--- config.mk ---
export PLATFORM = sky130hd
export DESIGN_NAME = two_phase_wdt
export DESIGN_NICKNAME = d
export VERILOG_FILES = /design/src/rtl/wdt_pkg.sv /design/src/rtl/wdt_prescaler.sv /design/src/rtl/wdt_phase_ctrl.sv /design/src/rtl/wdt_regfile.sv /design/src/rtl/two_phase_wdt.sv
export SDC_FILE = /design/constraint.sdc
export NUM_CORES = 1
export LEC_CHECK = 0
export ABC_AREA = 1
export BUFFER_PORTS_ARGS = -buffer_cell sky130_fd_sc_hd__buf_2
export CORE_AREA = 4 4 89 154
export CTS_CLUSTER_DIAMETER = 150
export DETAILED_ROUTE_END_ITERATION = 8
export DIE_AREA = 0 0 93 158
export PLACE_DENSITY = 0.57
export SYNTH_ARGS = -nofsm -noshare
export SYNTH_HDL_FRONTEND = slang
export SYNTH_HIERARCHICAL = 1
export SYNTH_SLANG_ARGS = --single-unit
--- constraint.sdc ---
create_clock -name clk_i -period 2.5 [get_ports clk_i]
set_input_delay 0.125 -clock clk_i [delete_from_list [all_inputs] [get_ports clk_i]]
set_output_delay 0.125 -clock clk_i [all_outputs]
set_load 0.005 [all_outputs]
--- src/rtl/wdt_pkg.sv ---
package wdt_pkg;
  localparam int PS_W    = 2;
  localparam int PHASE_W = 5;
  localparam int MODE_W  = 2;
  localparam int RST_N   = 3;

  localparam int OFS_KICK = 'h0;
  localparam int OFS_STAT = 'h4;
  localparam int OFS_CTRL = 'h8;

  localparam int BIT_EN   = 31;
  localparam int BIT_PS   = 29;
  localparam int BIT_P1   = 22;
  localparam int BIT_P2   = 15;
  localparam int BIT_MODE = 0;
  localparam int BIT_ST1  = 31;
  localparam int BIT_ST2  = 30;

  typedef enum logic [1:0] {PH_IDLE, PH_ONE, PH_TWO} phase_e;

  typedef struct packed {
    logic               en;
    logic [PS_W-1:0]    ps;
    logic [PHASE_W-1:0] p1;
    logic [PHASE_W-1:0] p2;
    logic [MODE_W-1:0]  mode;
  } ctrl_t;
endpackage

--- src/rtl/wdt_prescaler.sv ---
module wdt_prescaler #(
  parameter int BASE_LOG2 = 25,
  parameter int PS_W      = 2
) (
  input  logic            clk_i,
  input  logic            rst_ni,
  input  logic            run_i,
  input  logic            clr_i,
  input  logic [PS_W-1:0] ps_i,
  output logic            tick_o
);
  localparam int CNT_W = BASE_LOG2 + (2**PS_W) - 1;
  localparam int SH_W  = $clog2(CNT_W);

  logic [CNT_W-1:0] cnt_q, lim;
  logic [SH_W-1:0]  sh;

  assign sh     = SH_W'(BASE_LOG2) + SH_W'(ps_i);
  assign lim    = (CNT_W'(1) << sh) - CNT_W'(1);
  assign tick_o = run_i && (cnt_q >= lim);

  always_ff @(posedge clk_i or negedge rst_ni) begin
    if (!rst_ni)                   cnt_q <= '0;
    else if (clr_i || !run_i || tick_o) cnt_q <= '0;
    else                           cnt_q <= cnt_q + CNT_W'(1);
  end


  tick_gap_chk: assert property (@(posedge clk_i) disable iff (!rst_ni)
    tick_o |=> !tick_o);
endmodule

--- src/rtl/wdt_phase_ctrl.sv ---
module wdt_phase_ctrl
  import wdt_pkg::*;
#(
  parameter int PW = PHASE_W
) (
  input  logic              clk_i,
  input  logic              rst_ni,
  input  logic              tick_i,
  input  logic              start_i,
  input  logic              stop_i,
  input  logic              kick_i,
  input  logic [PW-1:0]     p1_i,
  input  logic [PW-1:0]     p2_i,
  input  logic [MODE_W-1:0] mode_i,
  output logic              run_o,
  output logic              clr_o,
  output logic              ph1_exp_o,
  output logic              ph2_exp_o,
  output logic [RST_N-1:0]  rst_o
);
  phase_e        state_q;
  logic [PW-1:0] tc_q, lim;
  logic          hit;
  logic [RST_N-1:0] sel, rst_q;

  assign lim       = (state_q == PH_ONE) ? p1_i : p2_i;
  assign hit       = tick_i && (tc_q >= lim);
  assign run_o     = (state_q != PH_IDLE);
  assign clr_o     = ((state_q == PH_IDLE) && start_i) || ((state_q == PH_ONE) && kick_i);
  assign ph1_exp_o = (state_q == PH_ONE) && hit && !stop_i && !kick_i;
  assign ph2_exp_o = (state_q == PH_TWO) && hit;

  always_comb begin
    sel = '0;
    unique case (mode_i)
      2'd1:    sel[1] = 1'b1;
      2'd2:    sel[2] = 1'b1;
      default: sel[0] = 1'b1;
    endcase
  end

  always_ff @(posedge clk_i or negedge rst_ni) begin
    if (!rst_ni) begin
      state_q <= PH_IDLE;
      tc_q    <= '0;
      rst_q   <= '0;
    end else begin
      rst_q <= ph2_exp_o ? sel : '0;
      unique case (state_q)
        PH_IDLE: if (start_i) begin state_q <= PH_ONE; tc_q <= '0; end
        PH_ONE: begin
          if (stop_i)      begin state_q <= PH_IDLE; tc_q <= '0; end
          else if (kick_i) tc_q <= '0;
          else if (hit)    begin state_q <= PH_TWO; tc_q <= '0; end
          else if (tick_i) tc_q <= tc_q + PW'(1);
        end
        PH_TWO: begin
          if (hit)         begin state_q <= PH_IDLE; tc_q <= '0; end
          else if (tick_i) tc_q <= tc_q + PW'(1);
        end
        default: state_q <= PH_IDLE;
      endcase
    end
  end

  assign rst_o = rst_q;


  rst_onehot_chk: assert property (@(posedge clk_i) disable iff (!rst_ni)
    $onehot0(rst_q));

  rst_pulse_chk: assert property (@(posedge clk_i) disable iff (!rst_ni)
    (|rst_q) |=> !(|rst_q));

  leave_two_chk: assert property (@(posedge clk_i) disable iff (!rst_ni)
    (state_q == PH_IDLE && $past(state_q) == PH_TWO) |-> ($countones(rst_q) == 1));
endmodule

--- src/rtl/wdt_regfile.sv ---
module wdt_regfile
  import wdt_pkg::*;
#(
  parameter int ADDR_W = 4
) (
  input  logic              clk_i,
  input  logic              rst_ni,
  input  logic [ADDR_W-1:0] addr_i,
  input  logic [31:0]       wdata_i,
  input  logic              we_i,
  input  logic              re_i,
  input  logic              ph1_exp_i,
  input  logic              ph2_exp_i,
  output logic [31:0]       rdata_o,
  output ctrl_t             ctrl_o,
  output logic              start_o,
  output logic              stop_o,
  output logic              kick_o,
  output logic              irq_o
);
  ctrl_t       ctrl_q;
  logic        st1_q, st2_q;
  logic        wr_ctrl, wr_stat;
  logic [31:0] rd;

  assign wr_ctrl = we_i && (addr_i == ADDR_W'(OFS_CTRL));
  assign wr_stat = we_i && (addr_i == ADDR_W'(OFS_STAT));
  assign kick_o  = we_i && (addr_i == ADDR_W'(OFS_KICK)) && wdata_i[BIT_EN];
  assign start_o = wr_ctrl && wdata_i[BIT_EN];
  assign stop_o  = wr_ctrl && !wdata_i[BIT_EN];

  always_ff @(posedge clk_i or negedge rst_ni) begin
    if (!rst_ni) begin
      ctrl_q <= '{en: 1'b0, ps: '0, p1: '0, p2: '0, mode: MODE_W'(1)};
      st1_q  <= 1'b0;
      st2_q  <= 1'b0;
    end else begin
      if (wr_ctrl) begin
        ctrl_q.en   <= wdata_i[BIT_EN];
        ctrl_q.ps   <= wdata_i[BIT_PS +: PS_W];
        ctrl_q.p1   <= wdata_i[BIT_P1 +: PHASE_W];
        ctrl_q.p2   <= wdata_i[BIT_P2 +: PHASE_W];
        ctrl_q.mode <= wdata_i[BIT_MODE +: MODE_W];
      end
      if (ph2_exp_i) ctrl_q.en <= 1'b0;
      st1_q <= ph1_exp_i || (st1_q && !(wr_stat && wdata_i[BIT_ST1]));
      st2_q <= ph2_exp_i || (st2_q && !(wr_stat && wdata_i[BIT_ST2]));
    end
  end

  always_comb begin
    rd = '0;
    if (addr_i == ADDR_W'(OFS_CTRL)) begin
      rd[BIT_EN]              = ctrl_q.en;
      rd[BIT_PS +: PS_W]      = ctrl_q.ps;
      rd[BIT_P1 +: PHASE_W]   = ctrl_q.p1;
      rd[BIT_P2 +: PHASE_W]   = ctrl_q.p2;
      rd[BIT_MODE +: MODE_W]  = ctrl_q.mode;
    end else if (addr_i == ADDR_W'(OFS_STAT)) begin
      rd[BIT_ST1] = st1_q;
      rd[BIT_ST2] = st2_q;
    end
  end

  always_ff @(posedge clk_i or negedge rst_ni) begin
    if (!rst_ni)   rdata_o <= '0;
    else if (re_i) rdata_o <= rd;
  end

  assign ctrl_o = ctrl_q;
  assign irq_o  = st1_q;


  irq_set_chk: assert property (@(posedge clk_i) disable iff (!rst_ni)
    ph1_exp_i |=> irq_o);

  en_clear_chk: assert property (@(posedge clk_i) disable iff (!rst_ni)
    ph2_exp_i |=> !ctrl_q.en);

  st_hold_chk: assert property (@(posedge clk_i) disable iff (!rst_ni)
    (st2_q && !(wr_stat && wdata_i[BIT_ST2])) |=> st2_q);
endmodule

--- src/rtl/two_phase_wdt.sv ---
module two_phase_wdt
  import wdt_pkg::*;
#(
  parameter int ADDR_W    = 4,
  parameter int BASE_LOG2 = 25
) (
  input  logic              clk_i,
  input  logic              rst_ni,
  input  logic [ADDR_W-1:0] addr_i,
  input  logic [31:0]       wdata_i,
  input  logic              we_i,
  input  logic              re_i,
  output logic [31:0]       rdata_o,
  output logic              irq_o,
  output logic              rst_chip_o,
  output logic              rst_cpu_o,
  output logic              rst_sw_o
);
  ctrl_t            ctrl;
  logic             start, stop, kick, run, clr, tick, ph1_exp, ph2_exp;
  logic [RST_N-1:0] rst_vec;

  wdt_regfile #(.ADDR_W(ADDR_W)) u_regs (
    .clk_i, .rst_ni, .addr_i, .wdata_i, .we_i, .re_i,
    .ph1_exp_i(ph1_exp), .ph2_exp_i(ph2_exp),
    .rdata_o, .ctrl_o(ctrl), .start_o(start), .stop_o(stop), .kick_o(kick), .irq_o
  );

  wdt_prescaler #(.BASE_LOG2(BASE_LOG2), .PS_W(PS_W)) u_pres (
    .clk_i, .rst_ni, .run_i(run), .clr_i(clr), .ps_i(ctrl.ps), .tick_o(tick)
  );

  wdt_phase_ctrl #(.PW(PHASE_W)) u_phase (
    .clk_i, .rst_ni, .tick_i(tick), .start_i(start), .stop_i(stop), .kick_i(kick),
    .p1_i(ctrl.p1), .p2_i(ctrl.p2), .mode_i(ctrl.mode),
    .run_o(run), .clr_o(clr), .ph1_exp_o(ph1_exp), .ph2_exp_o(ph2_exp), .rst_o(rst_vec)
  );

  assign rst_chip_o = rst_vec[0];
  assign rst_cpu_o  = rst_vec[1];
  assign rst_sw_o   = rst_vec[2];
endmodule

## Word-level counts from Yosys, hierarchy flattened

Cells that the tools add are included.

- Add/sub/neg operators: 4
- Eq/ne operators: 10
- Reductions and logical operators: 37
- Shifts and indexed selects: 1
- $lt $le $gt $ge: 2
- Muxes and demuxes: 26

Operator list:

| kind | number |
|---|---|
| two-way mux 5 bit | 8 |
| adder 28 x 1 -> 28 bit, second input constant | 1 |
| greater-or-equal comparator 28 bit | 1 |
| two-way mux 28 bit | 1 |
| << shifter 1 x 5 -> 28 bit, first input constant | 1 |
| subtractor 28 x 2 -> 28 bit, second input constant | 1 |
| logical AND 1 bit | 18 |
| two-way mux 2 bit | 8 |
| two-way mux 15 bit | 1 |
| case mux 5 bit (3 select lines) | 1 |
| logical NOT 1 bit | 6 |
| case mux 2 bit (3 select lines) | 1 |
| adder 4 x 3 -> 5 bit, first input constant | 1 |
| adder 5 x 1 -> 5 bit, second input constant | 1 |
| greater-or-equal comparator 5 bit | 1 |
| logical OR 1 bit | 5 |
| two-way mux 1 bit | 5 |
| equality test 2 x 1 -> 1 bit, second input constant | 2 |
| equality test 2 bit, second input constant | 2 |
| equality test 4 x 3 -> 1 bit, second input constant | 1 |
| equality test 4 bit, second input constant | 1 |
| logical NOT 4 bit | 1 |
| inequality test 2 x 1 -> 1 bit, second input constant | 2 |
| AND reduction 4 bit | 1 |
| other kinds (8) | 9 |

- Flip-flop bits (word level): 70
- Logic and storage cells: 92
- Output and inout port bits: 36

## Logic depth before layout (Yosys ltp)

Gate-level depths: netlist (run 1).

- Depth in word-level cells: 10
- Mapped depth: 16

## Cells and area by module

The synthesis (run 1) kept the hierarchy.

By module, submodules not included:

| module | area each (sq um) | sequential area each (sq um) | cells an instance | times used |
|---|---|---|---|---|
| wdt_prescaler | 1,736.7 | 700.7 | 242 | 1 |
| wdt_regfile | 1,681.6 | 802.0 | 179 | 1 |
| wdt_phase_ctrl | 882.1 | 250.2 | 107 | 1 |

## Least setup slack after synthesis (run 1)

No wires, ideal clock.

- Path type: register -> register
- Start point: register u_pres.cnt_q[0]
- End point: register u_phase.tc_q[3]
- Arrival time: 1.911 ns
- Setup slack: 0.467 ns
- Clock period less this slack: 2.033 ns
- Cell stages (with the launch flop): 13
- Cell sequence: dfrtp_1 -> ha_1 -> inv_2 -> nor2_4 -> nand2_4 -> nor2_4 -> nand2_2 -> a21oi_1 -> nand2_1 -> inv_1 -> nand3_1 -> xor2_1 -> o21ai_2

- Longest elaborated chain between the ends: 7
- Elaborated cells between the ends (all ways): 8
- Classes of those cells: 1 x order compare; 5 x mux; 2 x reduce/logical

Ends and longest elaborated chain:

| what | RTL line | RTL |
|---|---|---|
| from (decl) | wdt_prescaler.sv:15 | `logic [CNT_W-1:0] cnt_q, lim;` |
| from (signal assigned) | wdt_prescaler.sv:25 | `else cnt_q <= cnt_q + CNT_W'(1);` |
| greater-or-equal comparator 28 bit * | wdt_prescaler.sv:20 | `assign tick_o = run_i && (cnt_q >= lim);` |
| logical AND 1 bit * | wdt_prescaler.sv:20 |  |
| named net tick | two_phase_wdt.sv:20 | `logic start, stop, kick, run, clr, tick, ph1_exp, ph2_exp;` |
| two-way mux 5 bit / logical AND 1 bit (equally long branches) | n/a |  |
| two-way mux 5 bit * | wdt_phase_ctrl.sv:54 | `else if (hit) begin state_q <= PH_TWO; tc_q <= '0; end` |
| two-way mux 5 bit | wdt_phase_ctrl.sv:53 | `else if (kick_i) tc_q <= '0;` |
| two-way mux 5 bit | wdt_phase_ctrl.sv:52 | `if (stop_i) begin state_q <= PH_IDLE; tc_q <= '0; end` |
| case mux 5 bit (3 select lines) * | wdt_phase_ctrl.sv:49 | `unique case (state_q)` |
| to (signal assigned) | wdt_phase_ctrl.sv:55 | `else if (tick_i) tc_q <= tc_q + PW'(1);` |
| to (signal assigned) | wdt_phase_ctrl.sv:59 | `else if (tick_i) tc_q <= tc_q + PW'(1);` |
| to (decl) | wdt_phase_ctrl.sv:22 | `logic [PW-1:0] tc_q, lim;` |

Mark *: on every way through the listed nets, which the timed path passes. The rest lies on a longest branch.
A chain may end at the register's enable or synchronous reset.

## Worst setup path in the final report (run 1)

- Start point: register u_phase.state_q[1]
- End point: register u_regs.ctrl_q (netlist bit u_regs/ctrl_o[14])

- Longest elaborated chain between the ends: 6
- Elaborated cells between the ends (all ways): 10
- Classes of those cells: 1 x order compare; 2 x eq/ne; 2 x mux; 5 x reduce/logical

Ends and longest elaborated chain:

| what | RTL line | RTL |
|---|---|---|
| from (decl) | wdt_phase_ctrl.sv:21 | `phase_e state_q;` |
| from (signal assigned) | wdt_phase_ctrl.sv:44 | `state_q <= PH_IDLE;` |
| from (signal assigned) | wdt_phase_ctrl.sv:50 | `PH_IDLE: if (start_i) begin state_q <= PH_ONE; tc_q <= '0; end` |
| from (signal assigned) | wdt_phase_ctrl.sv:52 |  |
| equality test 2 x 1 -> 1 bit | wdt_phase_ctrl.sv:26 | `assign lim = (state_q == PH_ONE) ? p1_i : p2_i;` |
| two-way mux 5 bit | wdt_phase_ctrl.sv:26 |  |
| greater-or-equal comparator 5 bit | wdt_phase_ctrl.sv:27 | `assign hit = tick_i && (tc_q >= lim);` |
| logical AND 1 bit | wdt_phase_ctrl.sv:27 |  |
| logical AND 1 bit * | wdt_phase_ctrl.sv:31 | `assign ph2_exp_o = (state_q == PH_TWO) && hit;` |
| named net ph2_exp | two_phase_wdt.sv:20 |  |
| two-way mux 1 bit / nonzero test 2 bit (equally long branches) | n/a |  |
| to (signal assigned) | wdt_regfile.sv:34 | `ctrl_q <= '{en: 1'b0, ps: '0, p1: '0, p2: '0, mode: MODE_W'(1)};` |
| to (decl) | wdt_regfile.sv:21 | `ctrl_t ctrl_q;` |

Marks and branches as above.

==> results of run 1 <==
critical path, stage by stage (launching register included):
cell and delay (ns):
dfrtp_1 0.42, inv_1 0.10, ha_2 0.31, mux2i_1 0.23, ha_1 0.25, nand2_1 0.09
inv_1 0.04, nand2_1 0.05, nand3_1 0.14, nand3_1 0.15, inv_1 0.05, inv_1 0.09
nand4_1 0.10, nand2_1 0.09
per-layer routing:
layer  up-vias  wire length (um)  track usage, %
li1       1705                 -               -
met1      1619              3638           14.46
met2        46              5837           28.81
met3        16               242           2.473
met4         0               202           5.521
met5         -                 0               0
flip-flops by register name (all words and copies together), names as in the netlist:
signal,flops
u_pres/cnt_q,28
u_regs/ctrl_o,15
u_regs/rdata_o,15
u_phase/tc_q,5
u_phase/rst_o,3
u_phase/state_q,2
u_regs/irq_o,1
u_regs/st2_q,1
area by class of cell:
type	instances	area, um2	area share, %
flip-flops and latches	70	1753	36.06
clock inverters	4	22.52	0.4633
multi-input cells	397	2161	44.45
inverters	49	186.4	3.835
well taps	168	210.2	4.324
clock buffers	11	252.7	5.199
repair buffers	48	275.3	5.663
power groups by stage:
stage	clock network (mW)	registers, mW	logic (mW)
3_5_place_dp	0	1.35	0.824
5_1_grt	1.26	1.34	0.939
6_report	1.18	1.32	0.816
2_1_floorplan	0	1.32	0.723
4_1_cts	1.22	1.33	0.830
3_3_place_gp	0	1.34	0.801
through the flow:
step | utilization, % | hold WS [ns] | std cells | power, mW | setup WS [ns]
2_1_floorplan | - | -0.1706 | 544 | 2.038 | 0.4674
3_3_place_gp | 36.70 | 0.1843 | 730 | 2.143 | 0.2662
3_5_place_dp | 36.70 | 0.1823 | 730 | 2.170 | 0.1846
4_1_cts | 39.08 | 0.01029 | 747 | 3.377 | 0.1602
5_1_grt | 39.10 | 0.02065 | 747 | 3.538 | 0.06572
6_report | 39.10 | 0.02031 | 747 | 3.319 | 0.3170
timing repair:
item                                    in CTS  in global routing
resized for setup                            0                  1
hold endpoints to repair                    70                  0
endpoints found under the setup margin       0                  2
hold buffers                                 2                  0
logic make-up after synthesis:
kind of cell	synth area share, %
flip-flops	40.76
adder cells (fa/ha/maj)	4.946
AO/OA/AOI/OAI	2.851
multiplexers	0.9311
other	0.1746
AND/OR/NAND/NOR	36.22
buffers and inverters	10.44
XOR/XNOR	3.666
worst paths after layout:
path                                      end  slack (ns)  cells past startpoint
max                         u_regs/ctrl_o[14]        0.32                     13
min                          u_regs/ctrl_o[1]        0.02                      3
max reg2reg                 u_regs/ctrl_o[14]        0.32                     13
min reg2reg                u_regs/rdata_o[26]        0.47                      2
max in group asynchronous    u_regs/ctrl_o[0]        1.80                      3
min in group asynchronous     u_pres/cnt_q[4]        0.35                      3
synth_stat cells, types with 2 or more instances:
cell | n | share of area, %
conb_1 | 2 | 0.17
mux2i_1 | 4 | 0.93
nor2_8 | 2 | 0.93
xor2_1 | 9 | 1.8
o21ai_2 | 3 | 0.61
inv_1 | 45 | 3.9
ha_1 | 17 | 4.9
nand2_4 | 5 | 1.3
nand4_1 | 4 | 0.58
buf_8 | 2 | 0.70
nand2_2 | 4 | 0.58
nand2_1 | 172 | 15
nor2_1 | 73 | 6.4
nor2_2 | 5 | 0.73
buf_12 | 2 | 0.93
nand3_4 | 2 | 0.81
xnor2_1 | 9 | 1.8
inv_2 | 3 | 0.26
buf_6 | 3 | 0.79
dfrtp_1 | 69 | 40
nor2_4 | 6 | 1.6
nand3b_1 | 3 | 0.52
nand3_1 | 26 | 3.0
buf_4 | 18 | 3.1
nand3_2 | 20 | 4.7
a21oi_1 | 7 | 0.81
==> results.py, run 1 <==
metrics = {
    "synthesis": {
        "ys.flop_type": "dfrtp_1",
        "ys_types": 39,
        "syn-cell-area_um2": 4300,
        "yosys_register_bits": 70,
        "ys_seq_area_share_pct": 40.76,
        "syn_inst": 528,
        "ys_async_sr_fraction_pct": 100.0,
        "yosysWarnings": 6,
        "synth-edff-count": 0,
        "synth_area_per_cell_um2": 8.145,
    },
    "critical_path": {
        "cp-startpoint": "u_phase/state_q[1]",
        "critPathLaunchType": "flop",
        "arrival_ns": 2.45,
        "path_class": "flop to flop",
        "crit_fanout": 6,
        "reg2reg_from": "u_phase/state_q[1]",
        "crit_required_ns": 2.77,
        "critPathCaptureType": "flop",
    },
    "pwr": {
        "combPwrFrac_pct": 24.6,
        "power_density_nw_per_um2": 682.8,
        "switching_share_pct": 33.28,
        "intPower_mw": 2.214,
        "pwr-share-clk_pct": 35.6,
        "p_switching_mw": 1.105,
        "leakagePower_nw": 2.390,
        "ir_drop_v": 0.0003665,
        "p_seq_share_pct": 39.9,
    },
    "sta": {
        "fin_crit_sh_pct": 87.32,
        "slew_viol_final": 0,
        "rsz0062_at_grt": "no",
        "hold_viol": 0,
        "worst_pin_slew_ns": 0.5507,
        "max_freq_ghz": 0.4581,
        "post-route-min-period_ns": 2.183,
        "setup_viol_count_final": 0,
        "skew_ns": 0.004439,
        "max_slew_margin_pct": 63.29,
        "setup_tns_ns": 0,
    },
    "detailed_routing": {
        "routedWlPerCell_um": 13.28,
        "drc": 0,
        "drt_iter0_drc": 138,
        "drt_first_pass_iters": 5,
        "num_vias": 3386,
        "drt-total-wl_um": 9921,
        "drtAntennaViolNets": 0,
        "via_per_inst": 4.533,
    },
    "layout": {
        "fillCellCount": 1311,
        "nets": 632,
        "antenna_cells": 0,
        "final_cell_mix": "172 x nand2_1, 73 x nor2_1, 69 x dfrtp_1",
        "drive_gt1_share_pct": 20.21,
        "fin_area_um2": 4861,
        "layout.cells.most_common": "nand2_1",
        "area_growth_pct": 13.03,
    },
    "floorplanning": {
        "die_w_um": 93,
        "die_h_um": 158,
        "coreArea_um2": 12430,
        "fp-row-count": 54,
        "start_util_pct": 34.59,
        "ios": 76,
        "die-area_um2": 14690,
    },
    "min_path": {
        "holdCritStartpoint": "wdata_i[1]",
        "hp-class": "input pin to flop",
    },
    "outcome": {
        "outcome": "completed",
    },
    "grt": {
        "grt_start_max_net_pins": 71,
        "antenna_found_initial": 0,
        "grt_pass1_wl_um": 16620,
        "grt_overflow_total": 0,
        "first_global_vias": 3489,
        "grt_use_total_pct": 14.42,
    },
    "placement": {
        "gp_congestion": 0.8754,
        "placed_area_um2": 4563,
        "port-buffer-count": 41,
        "dp_hpwl_um": 7548,
    },
    "cts": {
        "cts_buffers": 9,
        "cts_buffer_depth": 2,
        "post_cts_buffers": 0,
        "clk_pin_slew_ns": 0.05,
        "clock-root-buffer": "clkbuf_16",
        "htreeDepth": 3,
        "cts_sinks": 70,
        "cts_tree": "yes",
        "clock_latency_ns": 0.33,
    },
    "flow_run": {
        "maxCapViolCount": 0,
    },
}
(Power assumes the default switching activity.)
==> run 2: changes to the inputs <==
- PLACE_DENSITY: 0.57 -> unset
==> run 2 against run 1 <==
Utilization rose by 0.84 points. Maximum frequency fell by 6.9%. Sequential share of layout area fell by 0.75 points. Worst setup slack got worse by 0.16 ns. Die area did not move. Clock skew rose by 0.0019 ns. Register-to-register slack got worse by 0.16 ns. Cell area rose by 2.1%. Sequential power barely moved. Routed wire length fell by 0.23%. Final cell count rose by 0.54%. Largest cell class unchanged. Highest routed layer unchanged.
==> results.py, run 2 (synthesis results as in run 1) <==
metrics = {
    "pwr": {
        "p_switching_mw": 1.137,
        "ir_drop_v": 0.0005102,
        "switching_share_pct": 30.43,
        "total_power_mw": 3.737,
        "combPwrFrac_pct": 22.0,
        "p_seq_share_pct": 35.5,
        "power_density_nw_per_um2": 752.6,
        "intPower_mw": 2.599,
        "leakagePower_nw": 2.443,
        "pwr-share-clk_pct": 42.5,
    },
    "placement": {
        "dp_hpwl_um": 7667,
        "port-buffer-count": 41,
        "gp_congestion": 0.8823,
    },
    "sta": {
        "worst_pin_slew_ns": 0.7087,
        "fin_crit_sh_pct": 93.77,
        "setup_tns_ns": 0,
        "rsz0062_at_grt": "no",
        "post-route-min-period_ns": 2.344,
        "max_freq_ghz": 0.4266,
        "hold_viol": 0,
        "max_slew_margin_pct": 52.76,
        "setup_viol_count_final": 0,
        "skew_ns": 0.006317,
        "slew_viol_final": 0,
    },
    "layout": {
        "largest_register_ffs": 28,
        "layout.cells.most_common": "nand2_1",
        "area_growth_pct": 15.45,
        "drive_gt1_share_pct": 20.58,
        "nets": 635,
        "final_cell_mix": "172 x nand2_1, 73 x nor2_1, 69 x dfrtp_1",
        "antenna_cells": 0,
        "largest_register": "u_pres/cnt_q",
    },
    "cts": {
        "clock_latency_ns": 0.34,
        "cts_buffers": 9,
        "post_cts_buffers": 0,
        "htreeDepth": 3,
        "cts_tree": "yes",
        "cts_buffer_depth": 2,
        "cts_sinks": 70,
        "clk_pin_slew_ns": 0.06,
        "clock-root-buffer": "clkbuf_16",
    },
    "critical_path": {
        "crit_required_ns": 2.77,
        "reg2reg_depth": 13,
        "timing.reg2reg.setup_slack_ns": 0.16,
        "cp-startpoint": "u_phase/state_q[1]",
        "critPathCaptureType": "flop",
        "critPathLaunchType": "flop",
        "reg2reg_from": "u_phase/state_q[1]",
        "r2r_end": "u_regs/ctrl_o[14]",
        "arrival_ns": 2.62,
        "cp-endpoint": "u_regs/ctrl_o[14]",
        "path_class": "flop to flop",
        "crit_fanout": 6,
    },
    "detailed_routing": {
        "drt_first_pass_iters": 4,
        "top_layer": "met4",
        "num_vias": 3387,
        "routedWlPerCell_um": 13.18,
        "via_per_inst": 4.510,
        "drtAntennaViolNets": 0,
        "wl_met3_um": 295,
        "route.met2.wl_um": 5685,
        "drt-total-wl_um": 9898,
        "wl_met1_um": 3539,
        "drc": 0,
        "drt_iter0_drc": 177,
    },
    "grt": {
        "antenna_found_initial": 0,
        "grt_pass1_wl_um": 16840,
        "first_global_vias": 3582,
        "grt_use_total_pct": 14.68,
        "grt_start_max_net_pins": 31,
        "grt_overflow_total": 0,
    },
    "flow_run": {
        "maxCapViolCount": 0,
    },
    "outcome": {
        "outcome": "completed",
    },
    "floorplanning": {
        "ios": 76,
        "fp-row-count": 54,
        "coreArea_um2": 12430,
        "die_w_um": 93,
        "die_h_um": 158,
        "start_util_pct": 34.59,
        "die-area_um2": 14690,
    },
    "min_path": {
        "hp-class": "input pin to flop",
    },
}
run 2: changes by cell type in the layout (fill, tap and decap cells not counted), sizes merged:
| cell | previous run | this run |
|---|---|---|
| clkbuf | 11 | 10 |
| clkinv | 3 | 1 |
| buf | 46 | 49 |
| bufinv | 0 | 4 |
run 2: final cells by class:
class | instances | area, um2
clock buffers | 10 | 239.0
clock inverters | 6 | 132.6
fillers | 1311 | 7467
inverters | 49 | 186.4
multi-input cells | 397 | 2158
flip-flops and latches | 70 | 1753
well taps | 168 | 210.2
repair buffers | 51 | 285.3
run 2: through the flow:
step / instances / util (%) / area, um2 / hold WS [ns] / setup slack [ns]
6_report: 751 / 39.94 / 4965 / 0.01022 / 0.1557
5_1_grt: 751 / 39.94 / 4965 / 0.01476 / 0.007935
4_1_cts: 751 / 39.94 / 4965 / 0.002562 / 0.1643
3_5_place_dp: 733 / 36.79 / 4573 / 0.2258 / 0.1794
3_3_place_gp: 733 / 36.79 / 4573 / 0.2069 / 0.2826
2_1_floorplan: 544 / - / 4360 / -0.1706 / 0.4674
run 2: timing repair:
action,CTS,global route
hold buffers,2,0
gates resized for setup,0,0
endpoints found under the setup margin,0,0
hold endpoints to repair,28,0
run 2: power groups by stage:
stage / registers (mW) / clock network [mW] / logic (mW)
after floorplan: 1.32 / 0 / 0.723
after global placement: 1.34 / 0 / 0.795
after detailed placement: 1.35 / 0 / 0.822
after CTS: 1.33 / 1.62 / 0.832
after global routing: 1.34 / 1.67 / 0.929
final: 1.33 / 1.59 / 0.821
run 2: metal layers:
| layer | vias to the layer above | global-route usage, % |
|---|---|---|
| li1 | 1707 | - |
| met1 | 1583 | 14.62 |
| met2 | 70 | 27.98 |
| met3 | 27 | 3.043 |
| met4 | 0 | 7.827 |
| met5 | - | 0 |
run 2: worst min-delay path by stage:
stage,from,to,slack [ns],cells past startpoint
after floorplan,rst_ni,u_phase/rst_o[0],-0.17,0
after global placement,rst_ni,u_pres/cnt_q[5],0.21,1
after detailed placement,rst_ni,u_pres/cnt_q[5],0.23,1
after CTS,wdata_i[22],u_regs/ctrl_o[7],0.003,3
after global routing,wdata_i[22],u_regs/ctrl_o[7],0.01,3
final,wdata_i[22],u_regs/ctrl_o[7],0.01,3
run 2: worst max-delay path: stages, from the launching register on:
cell	delay, ns
dfrtp_1	0.41
inv_1	0.10
ha_1	0.41
mux2i_1	0.27
ha_1	0.28
nand2_1	0.09
inv_1	0.04
nand2_1	0.05
nand3_1	0.14
nand3_1	0.17
inv_1	0.05
inv_1	0.08
nand4_1	0.10
nand2_1	0.09
